--- src/rtl/gpio_mmio_pkg.sv ---
`timescale 1ns/1ps
package gpio_mmio_pkg;
  typedef enum logic {
    OUT_SET_CLEAR = 1'b0,
    OUT_SINGLE    = 1'b1
  } out_style_e;

  typedef enum logic [1:0] {
    DIR_FIXED      = 2'd0,
    DIR_ONE_IS_OUT = 2'd1,
    DIR_ONE_IS_IN  = 2'd2
  } dir_mode_e;

  localparam logic [1:0] OFS_LEVEL = 2'd0;
  localparam logic [1:0] OFS_SET   = 2'd1;
  localparam logic [1:0] OFS_CLR   = 2'd2;
  localparam logic [1:0] OFS_DIR   = 2'd3;
endpackage

--- src/rtl/gpio_view_map.sv ---
`timescale 1ns/1ps
// Permutes between bus order and line order. The permutation is its own
// inverse, so the same block serves both directions.
module gpio_view_map #(
  parameter int WIDTH     = 32,
  parameter bit BIT_REV   = 1'b0,
  parameter bit BYTE_SWAP = 1'b0
) (
  input  logic [WIDTH-1:0] word_in,
  output logic [WIDTH-1:0] word_out
);
  localparam int NBYTES = WIDTH / 8;

  for (genvar i = 0; i < WIDTH; i++) begin : g_bit
    localparam int LANE    = i / 8;
    localparam int POS     = i % 8;
    localparam int SWAPPED = BYTE_SWAP ? ((NBYTES - 1 - LANE) * 8 + POS) : i;
    localparam int SRC     = BIT_REV ? (WIDTH - 1 - SWAPPED) : SWAPPED;
    assign word_out[i] = word_in[SRC];
  end
endmodule

--- src/rtl/gpio_in_sync.sv ---
`timescale 1ns/1ps
module gpio_in_sync #(
  parameter int WIDTH = 32
) (
  input  logic             clk,
  input  logic             rst_n,
  input  logic [WIDTH-1:0] pin_async,
  output logic [WIDTH-1:0] pin_sync
);
  logic [WIDTH-1:0] stage1_q;
  logic [WIDTH-1:0] stage2_q;

  always_ff @(posedge clk or negedge rst_n) begin
    if (!rst_n) begin
      stage1_q <= '0;
      stage2_q <= '0;
    end else begin
      stage1_q <= pin_async;
      stage2_q <= stage1_q;
    end
  end

  assign pin_sync = stage2_q;
endmodule

--- src/rtl/gpio_out_latch.sv ---
`timescale 1ns/1ps
module gpio_out_latch
  import gpio_mmio_pkg::*;
#(
  parameter int         WIDTH     = 32,
  parameter out_style_e OUT_STYLE = OUT_SET_CLEAR
) (
  input  logic             clk,
  input  logic             rst_n,
  input  logic             wr_set,
  input  logic             wr_clr,
  input  logic [WIDTH-1:0] wr_bits,
  input  logic [WIDTH-1:0] wr_mask,
  output logic [WIDTH-1:0] out_q
);
  logic [WIDTH-1:0] out_d;
  logic             out_en;
  logic [WIDTH-1:0] hit;

  assign hit = wr_bits & wr_mask;

  if (OUT_STYLE == OUT_SET_CLEAR) begin : g_setclr
    always_comb begin
      out_en = wr_set | wr_clr;
      out_d  = out_q;
      if (wr_set) out_d = out_d | hit;
      if (wr_clr) out_d = out_d & ~hit;
    end
  end else begin : g_single
    logic unused_clr;
    assign unused_clr = wr_clr;
    always_comb begin
      out_en = wr_set;
      out_d  = (out_q & ~wr_mask) | hit;
    end
  end

  always_ff @(posedge clk or negedge rst_n) begin
    if (!rst_n)      out_q <= '0;
    else if (out_en) out_q <= out_d;
  end
endmodule

--- src/rtl/gpio_dir_latch.sv ---
`timescale 1ns/1ps
module gpio_dir_latch
  import gpio_mmio_pkg::*;
#(
  parameter int        WIDTH    = 32,
  parameter dir_mode_e DIR_MODE = DIR_ONE_IS_OUT
) (
  input  logic             clk,
  input  logic             rst_n,
  input  logic             wr_dir,
  input  logic [WIDTH-1:0] wr_bits,
  input  logic [WIDTH-1:0] wr_mask,
  output logic [WIDTH-1:0] dir_q,
  output logic [WIDTH-1:0] oe
);
  if (DIR_MODE == DIR_FIXED) begin : g_fixed
    logic unused_inputs;
    assign unused_inputs = wr_dir ^ (^wr_bits) ^ (^wr_mask) ^ clk ^ rst_n;
    assign dir_q = '0;
    assign oe    = '1;
  end else begin : g_reg
    localparam logic [WIDTH-1:0] RST_VAL = {WIDTH{DIR_MODE == DIR_ONE_IS_IN}};
    logic [WIDTH-1:0] dir_d;

    always_comb dir_d = (dir_q & ~wr_mask) | (wr_bits & wr_mask);

    always_ff @(posedge clk or negedge rst_n) begin
      if (!rst_n)      dir_q <= RST_VAL;
      else if (wr_dir) dir_q <= dir_d;
    end

    if (DIR_MODE == DIR_ONE_IS_OUT) begin : g_pos
      assign oe = dir_q;
    end else begin : g_neg
      assign oe = ~dir_q;
    end
  end
endmodule

--- src/rtl/gpio_mmio_port.sv ---
`timescale 1ns/1ps
module gpio_mmio_port
  import gpio_mmio_pkg::*;
#(
  parameter int         WIDTH        = 32,
  parameter out_style_e OUT_STYLE    = OUT_SET_CLEAR,
  parameter bit         OUT_READABLE = 1'b1,
  parameter dir_mode_e  DIR_MODE     = DIR_ONE_IS_OUT,
  parameter bit         BIT_REV      = 1'b0,
  parameter bit         BYTE_SWAP    = 1'b0
) (
  input  logic                 clk,
  input  logic                 rst_n,
  input  logic [1:0]           bus_addr,
  input  logic                 bus_we,
  input  logic [WIDTH/8-1:0]   bus_be,
  input  logic [WIDTH-1:0]     bus_wdata,
  output logic [WIDTH-1:0]     bus_rdata,
  input  logic [WIDTH-1:0]     gpio_in,
  output logic [WIDTH-1:0]     gpio_out,
  output logic [WIDTH-1:0]     gpio_oe
);
  localparam int NBYTES   = WIDTH / 8;
  localparam bit SHOW_OUT = (OUT_STYLE == OUT_SINGLE) && OUT_READABLE;

  if (!(WIDTH == 8 || WIDTH == 16 || WIDTH == 32 || WIDTH == 64)) begin : g_bad_width
    $error("gpio_mmio_port: WIDTH must be 8, 16, 32 or 64");
  end
  if (BYTE_SWAP && WIDTH == 64) begin : g_bad_swap
    $error("gpio_mmio_port: byte swap is not available at 64 bits");
  end

  // Reset: asserted asynchronously, released on the clock.
  logic [1:0] rst_pipe_q;
  logic       rst_sync_n;
  always_ff @(posedge clk or negedge rst_n) begin
    if (!rst_n) rst_pipe_q <= 2'b00;
    else        rst_pipe_q <= {rst_pipe_q[0], 1'b1};
  end
  assign rst_sync_n = rst_pipe_q[1];

  // Bus order to line order.
  logic [WIDTH-1:0] bus_mask;
  logic [WIDTH-1:0] wr_bits;
  logic [WIDTH-1:0] wr_mask;
  for (genvar k = 0; k < NBYTES; k++) begin : g_lane
    assign bus_mask[k*8 +: 8] = {8{bus_be[k]}};
  end

  gpio_view_map #(.WIDTH(WIDTH), .BIT_REV(BIT_REV), .BYTE_SWAP(BYTE_SWAP)) u_map_wdata (
    .word_in (bus_wdata),
    .word_out(wr_bits)
  );
  gpio_view_map #(.WIDTH(WIDTH), .BIT_REV(BIT_REV), .BYTE_SWAP(BYTE_SWAP)) u_map_mask (
    .word_in (bus_mask),
    .word_out(wr_mask)
  );

  // Decode.
  logic wr_set, wr_clr, wr_dir;
  assign wr_set = bus_we && (bus_addr == OFS_SET);
  assign wr_clr = bus_we && (bus_addr == OFS_CLR);
  assign wr_dir = bus_we && (bus_addr == OFS_DIR);

  logic [WIDTH-1:0] out_q;
  logic [WIDTH-1:0] dir_q;
  logic [WIDTH-1:0] oe;
  logic [WIDTH-1:0] pin_sync;

  gpio_out_latch #(.WIDTH(WIDTH), .OUT_STYLE(OUT_STYLE)) u_out (
    .clk    (clk),
    .rst_n  (rst_sync_n),
    .wr_set (wr_set),
    .wr_clr (wr_clr),
    .wr_bits(wr_bits),
    .wr_mask(wr_mask),
    .out_q  (out_q)
  );

  gpio_dir_latch #(.WIDTH(WIDTH), .DIR_MODE(DIR_MODE)) u_dir (
    .clk    (clk),
    .rst_n  (rst_sync_n),
    .wr_dir (wr_dir),
    .wr_bits(wr_bits),
    .wr_mask(wr_mask),
    .dir_q  (dir_q),
    .oe     (oe)
  );

  gpio_in_sync #(.WIDTH(WIDTH)) u_sync (
    .clk      (clk),
    .rst_n    (rst_sync_n),
    .pin_async(gpio_in),
    .pin_sync (pin_sync)
  );

  // Read path: select in line order, map back to bus order, register.
  logic [WIDTH-1:0] rd_line;
  logic [WIDTH-1:0] rd_bus;
  logic [WIDTH-1:0] rdata_q;

  always_comb begin
    unique case (bus_addr)
      OFS_LEVEL: rd_line = pin_sync;
      OFS_SET:   rd_line = SHOW_OUT ? out_q : '0;
      OFS_CLR:   rd_line = '0;
      default:   rd_line = dir_q;
    endcase
  end

  gpio_view_map #(.WIDTH(WIDTH), .BIT_REV(BIT_REV), .BYTE_SWAP(BYTE_SWAP)) u_map_rd (
    .word_in (rd_line),
    .word_out(rd_bus)
  );

  always_ff @(posedge clk or negedge rst_sync_n) begin
    if (!rst_sync_n) rdata_q <= '0;
    else             rdata_q <= rd_bus;
  end

  assign bus_rdata = rdata_q;
  assign gpio_out  = out_q;
  assign gpio_oe   = oe;
endmodule

--- config.mk ---
export PLATFORM = sky130hd
export DESIGN_NAME = gpio_mmio_port
export DESIGN_NICKNAME = d
export VERILOG_FILES = /design/src/rtl/gpio_mmio_pkg.sv /design/src/rtl/gpio_view_map.sv /design/src/rtl/gpio_in_sync.sv /design/src/rtl/gpio_out_latch.sv /design/src/rtl/gpio_dir_latch.sv /design/src/rtl/gpio_mmio_port.sv
export SDC_FILE = /design/constraint.sdc
export NUM_CORES = 1
export LEC_CHECK = 0
export ABC_AREA = 1
export ABC_CLOCK_PERIOD_IN_PS = 5100
export BUFFER_PORTS_ARGS = -buffer_cell sky130_fd_sc_hd__buf_2
export CORE_MARGIN = 2
export CORE_UTILIZATION = 46
export CTS_CLUSTER_SIZE = 20
export DETAILED_ROUTE_END_ITERATION = 8
export PLACE_DENSITY_LB_ADDON = 0.3
export SLEW_MARGIN = 20
export SYNTH_ARGS = -nofsm -noshare
export SYNTH_HDL_FRONTEND = slang
export SYNTH_SLANG_ARGS = --single-unit
--- constraint.sdc ---
create_clock -name clk -period 5.1 [get_ports clk]
set_input_delay 0.255 -clock clk [delete_from_list [all_inputs] [get_ports clk]]
set_output_delay 0.255 -clock clk [all_outputs]
set_load 0.05 [all_outputs]
==> results.py, run 1 <==
metrics = {
    "finish": {
        "final_util": 0.6255,
        "fin_nets": 793,
        "area_growth_pct": 32.41,
        "layout-drive-gt1-share": 0.2851,
        "ff_latch_area_um2": 4058,
        "multi_input_area_um2": 1340,
        "fillCellCount": 950,
        "antennaDiodeCount": 0,
        "final_cell_area_um2": 7513,
        "instances_no_fill": 880,
    },
    "critical_path": {
        "reg2regPathDepth": 1,
        "required_ps": 5400,
        "crit_arrival_ps": 2270,
        "cp_slowest_cell": "nor2_4",
        "path_max_fanout": 36,
        "start_kind": "input port",
        "worstSetupEndpointType": "register",
        "r2r-end": "u_sync.stage1_q[19]$_DFF_PN0_",
        "slowest_delay_ps": 650,
        "crit_buf_inv": 1,
        "r2r_slack_ps": 3990,
        "cpMostUsedCell": "nand2_1",
        "cp_cell_sequence": "buf_2, nand2_1, nor2_4, nand2_1, nand2_1, nand2_1",
        "r2r_start": "rst_pipe_q[1]$_DFF_PN0_",
        "critPathTopFamily": "simple AND/OR/NAND/NOR gates",
        "crit_type": "input port to register",
    },
    "clock_network": {
        "numCtsBuffers": 17,
        "cts_tree": "done",
        "clk_pin_slew_worst_paths_ps": 60,
        "clk-insertion-delay-late_ps": 420,
        "cts_buffer_depth": 2,
        "root_buffer": "clkbuf_16",
        "clock_sinks": 162,
        "htreeDepth": 4,
    },
    "floorplan": {
        "row_count": 40,
        "die-width_um": 115.1,
        "ios": 169,
        "core_area_um2": 12010,
        "fp.dieH_um": 115.1,
        "initial_core_util": 0.4724,
        "design.die.area_um2": 13240,
    },
    "synthesis": {
        "ys_async_sr_fraction": 1.000,
        "synth_compound_area_frac": 0.05645,
        "syn_avg_cell_area_um2": 10.77,
        "ys.flop_type": "dfrtp_1",
        "synth_area_leaders": "dfrtp_1 (71%), nand2_1 (9.0%), nand3_1 (8.3%), o21ai_0 (5.4%), inv_1 (2.3%)",
        "seq_area_frac_synth": 0.7144,
        "synth_top_family_by_area": "simple AND/OR/NAND/NOR gates",
        "synth_cell_types": 18,
        "synth_edf_count": 0,
        "synthAdderAreaFrac": 0,
        "syn-cell-area_um2": 5674,
        "synthCells": 527,
        "synth_top_area_share": 0.7144,
        "yosys.area.top_type": "dfrtp_1",
        "yosys-top-cells-count": "dfrtp_1 (162), nand2_1 (136), nand3_1 (94), o21ai_0 (61), inv_1 (35)",
        "synth-warning-count": 0,
        "synth-simple-area-share": 0.1782,
        "synthMostInstantiatedCell": "dfrtp_1",
        "synth_mux_area_frac": 0,
        "synth_fp_nets": 600,
        "synth-seq-cells": 162,
        "synth_xor_area_frac": 0,
    },
    "route": {
        "via_per_inst": 5.017,
        "dr.pass1.iters": 5,
        "vias": 4415,
        "ant_nets": 0,
        "routed_wl_um": 13210,
        "routedWlPerCell_um": 15.01,
        "drt_iter0_drc": 361,
        "remaining_drc_errors": 0,
    },
    "global_route": {
        "antenna_found_initial": 0,
        "grt_first_pass_wirelength_um": 20890,
        "grt_overflow": 0,
        "grt_pass1_vias": 4264,
        "grt_usage": 0.2112,
        "grt_max_degree": 83,
    },
    "worst_hold_path": {
        "whs_path_depth": 3,
        "min_path_type": "input port to register",
        "worstHoldStart": "bus_wdata[9]",
    },
    "pwr": {
        "p_total_mw": 3.580,
        "cellPowerDensity_nw_per_um2": 476.4,
        "p_leak_nw": 3.958,
        "ir_worst_vdd_uv": 268.1,
    },
    "sta": {
        "fmax_mhz": 508.4,
        "tightest_slew_ps": 783.5,
        "setup_tns_ps": 0,
        "finalCritPeriodShare": 0.3857,
        "holdWs_ps": 92.83,
        "layout_min_cycle_time_ps": 1967,
        "slew_headroom": 0.4764,
        "hold_viol_final": 0,
        "finalSetupViolations": 0,
        "rsz0062_at_grt": "false",
        "fin_worst_skew_ps": 8.280,
        "slew_viol_final": 0,
        "setup_ws_ps": 3133,
    },
    "place": {
        "dp_slack_ps": 2570,
        "dp_hpwl_um": 8689,
        "port_buffers": 168,
        "placed_area_um2": 6580,
        "routabilityCongestion": 0.7880,
        "dp_cells": 814,
    },
    "status": {
        "status": "complete, no violations",
    },
    "run": {
        "max_cap_viol_count": 0,
    },
}
kinds of logic after synthesis:
group / count (synthesis)
simple gates: 234
compound gates: 64
other cells: 1
buf+inv: 66
flops: 162
layer usage:
layer | up-vias | GRT usage | part of all wire
met5 | - | 0 | 0
met4 | 0 | 0.08835 | 0.021
met3 | 20 | 0.06009 | 0.062
met2 | 157 | 0.3494 | 0.50
met1 | 2151 | 0.2626 | 0.42
li1 | 2087 | - | -
power by group:
group	total [mW]	internal, mW	switching (mW)
registers	1.53	1.44	0.0964
logic	0.829	0.179	0.650
clock network	1.22	0.705	0.511
total	3.58	2.32	1.26
layout by cell type, fill, tap and decap left out, types with 3 or more instances in the layout:
| cell | Yosys | routed |
|---|---|---|
| buf_2 | 8 | 168 |
| dfrtp_1 | 162 | 161 |
| nand2_1 | 136 | 136 |
| nand3_1 | 94 | 93 |
| o21ai_0 | 61 | 61 |
| inv_1 | 35 | 35 |
| dlygate4sd3_1 | 0 | 33 |
| clkbuf_16 | 0 | 17 |
| clkinv_4 | 0 | 4 |
| inv_6 | 0 | 3 |
| clkinv_2 | 0 | 3 |
worst max-delay path by stage:
stage | start | end | slack [ps] | cells past startpoint
2_1_floorplan | rst_pipe_q[1]$_DFF_PN0_ | asynchronous set/reset pin | 250 | 0
3_3_place_gp | bus_addr[1] | register | 2670 | 4
3_5_place_dp | bus_addr[1] | register | 2570 | 4
4_1_cts | bus_addr[1] | register | 3010 | 4
5_1_grt | bus_addr[1] | register | 2890 | 6
6_report | bus_addr[1] | register | 3130 | 6
layout make-up:
| type | count | share of cell area |
|---|---|---|
| flip-flops and latches | 162 | 0.5400 |
| multi-input cells | 299 | 0.1784 |
| repair buffers | 204 | 0.1622 |
| clock buffers | 19 | 0.06028 |
| well taps | 147 | 0.02448 |
| inverters | 36 | 0.01799 |
| clock inverters | 13 | 0.01665 |
what timing repair did:
item	4_1_cts	5_1_grt
resized for setup	0	0
buffers inserted	0	0
hold buffers	33	0
hold endpoints to repair	34	0
No activity file was read; power rests on OpenSTA's default activity.
==> run 2: changes to the inputs <==
--- a/config.mk
+++ b/config.mk
@@ -6,10 +6,10 @@
 export NUM_CORES = 1
 export LEC_CHECK = 0
 export ABC_AREA = 1
-export ABC_CLOCK_PERIOD_IN_PS = 5100
+export ABC_CLOCK_PERIOD_IN_PS = 1920
 export BUFFER_PORTS_ARGS = -buffer_cell sky130_fd_sc_hd__buf_2
 export CORE_MARGIN = 2
-export CORE_UTILIZATION = 46
+export CORE_UTILIZATION = 51
 export CTS_CLUSTER_SIZE = 20
 export DETAILED_ROUTE_END_ITERATION = 8
 export PLACE_DENSITY_LB_ADDON = 0.3
==> constraint.sdc (replaced) <==
create_clock -name clk -period 1.92 [get_ports clk]
set_input_delay 0.096 -clock clk [delete_from_list [all_inputs] [get_ports clk]]
set_output_delay 0.096 -clock clk [all_outputs]
set_load 0.05 [all_outputs]
==> results.py, run 2 (synthesis gave the netlist of run 1 again) <==
metrics = {
    "route": {
        "ant_nets": 0,
        "routedWlPerCell_um": 15.77,
        "drt_iter0_drc": 323,
        "remaining_drc_errors": 0,
        "routed_wl_um": 14560,
        "via_per_inst": 5.029,
        "dr.pass1.iters": 5,
        "vias": 4642,
    },
    "finish": {
        "final_cell_area_um2": 7956,
        "instances_no_fill": 923,
        "ff_latch_area_um2": 4058,
        "final_common_cell": "buf_2",
        "fillCellCount": 729,
        "multi_input_area_um2": 1335,
        "final_cell_mix": "buf_2 (168), dfrtp_1 (161), nand2_1 (136)",
        "layout-drive-gt1-share": 0.2711,
        "area_growth_pct": 40.22,
        "fin_nets": 843,
    },
    "critical_path": {
        "reg2regPathDepth": 3,
        "crit_arrival_ps": 2140,
        "r2r_slack_ps": 710,
        "worstSetupEndpointType": "register",
        "r2r-end": "bus_rdata[5]$_DFF_PN0_",
        "start_kind": "input port",
        "required_ps": 2380,
        "path_max_fanout": 18,
        "crit_type": "input port to register",
    },
    "sta": {
        "setup_tns_ps": 0,
        "fin_worst_skew_ps": 9.496,
        "finalCritPeriodShare": 0.8742,
        "hold_viol_final": 0,
        "rsz0062_at_grt": "false",
        "layout_min_cycle_time_ps": 1679,
        "slew_viol_final": 0,
        "finalSetupViolations": 0,
        "holdWs_ps": 29.27,
        "setup_ws_ps": 241.5,
        "fmax_mhz": 595.8,
    },
    "pwr": {
        "comb_power_share": 0.244,
        "p_int_mw": 6.082,
        "p_switching_mw": 3.399,
        "ir_worst_vdd_uv": 759.2,
        "p_leak_nw": 4.116,
        "power_frac_seq": 0.430,
        "cellPowerDensity_nw_per_um2": 1192,
        "clock_power_share": 0.326,
        "switching_share": 0.3585,
    },
    "run": {
        "max_cap_viol_count": 0,
    },
    "floorplan": {
        "die-width_um": 109.5,
        "ios": 169,
        "core_area_um2": 10840,
        "fp.dieH_um": 109.5,
        "initial_core_util": 0.5234,
        "row_count": 38,
        "design.die.area_um2": 11990,
    },
    "status": {
        "status": "complete, no violations",
    },
    "worst_hold_path": {
        "min_path_type": "input port to register",
        "whs_path_depth": 5,
        "worstHoldStart": "bus_we",
    },
    "global_route": {
        "grt_pass1_vias": 4535,
        "grt_max_degree": 92,
        "grt_first_pass_wirelength_um": 22290,
        "grt_overflow": 0,
        "antenna_found_initial": 1,
        "grt_usage": 0.2509,
    },
    "place": {
        "placed_area_um2": 6629,
        "port_buffers": 168,
        "dp_slack_ps": 575.2,
        "dp_cells": 813,
        "dp_hpwl_um": 9085,
        "routabilityCongestion": 0.8161,
    },
    "clock_network": {
        "cts_resized": 0,
        "htreeDepth": 4,
        "root_buffer": "clkbuf_8",
        "numCtsBuffers": 17,
        "clock_sinks": 162,
        "clk_pin_slew_worst_paths_ps": 70,
        "clk-insertion-delay-late_ps": 520,
        "cts_tree": "done",
        "cts_buffer_depth": 2,
    },
}
run 2: worst max-delay path, stage by stage:
cell and delay [ps]:
dlygate4sd3_1 530, buf_2 250, nand2_1 130, nor2_4 180, buf_4 240, nand3_1 80, dlygate4sd3_1 570, nand2_1 70
run 2: power by group through the flow:
stage / logic, mW / registers (mW) / clock network (mW)
2_1_floorplan: 0.350 / 5.31 / 0
3_3_place_gp: 2.14 / 4.12 / 0
3_5_place_dp: 2.18 / 4.13 / 0
4_1_cts: 2.30 / 4.08 / 3.16
5_1_grt: 2.45 / 4.12 / 3.31
6_report: 2.31 / 4.08 / 3.09
run 2: routing by layer:
layer,vias up,global-route usage,share of wire
met5,-,0,0
met4,0,0.1148,0.025
met3,30,0.05928,0.063
met2,183,0.4277,0.52
met1,2241,0.3033,0.40
li1,2188,-,-
run 2: area by class of cell:
cell class | instances | area share
sequential | 162 | 0.5100
clock inverter | 14 | 0.01635
inverter | 36 | 0.01698
multi-input combinational | 299 | 0.1678
tap | 140 | 0.02202
antenna | 1 | 0.0003145
clock buffer | 17 | 0.05205
timing repair buffer | 254 | 0.2145
run 2: worst max path at each step:
stage	startpoint	to	slack, ps	depth (start not counted)
finish	bus_addr[1]	register	240	8
global route	bus_addr[0]	register	160	8
CTS	bus_addr[0]	register	310	8
detailed placement	bus_addr[1]	register	580	7
global placement	bus_addr[1]	register	650	7
floorplan	rst_pipe_q[1]$_DFF_PN0_	asynchronous set/reset pin	240	0
run 2: what timing repair did:
item | 4_1_cts | 5_1_grt
hold endpoints to repair | 104 | 0
buffers inserted | 0 | 0
hold buffers | 78 | 0
run 2: stage by stage:
| step | power, mW | utilization |
|---|---|---|
| floorplan | 5.658 | - |
| global placement | 6.265 | 0.6115 |
| detailed placement | 6.316 | 0.6115 |
| CTS | 9.535 | 0.7337 |
| global route | 9.876 | 0.7337 |
| finish | 9.481 | 0.7340 |
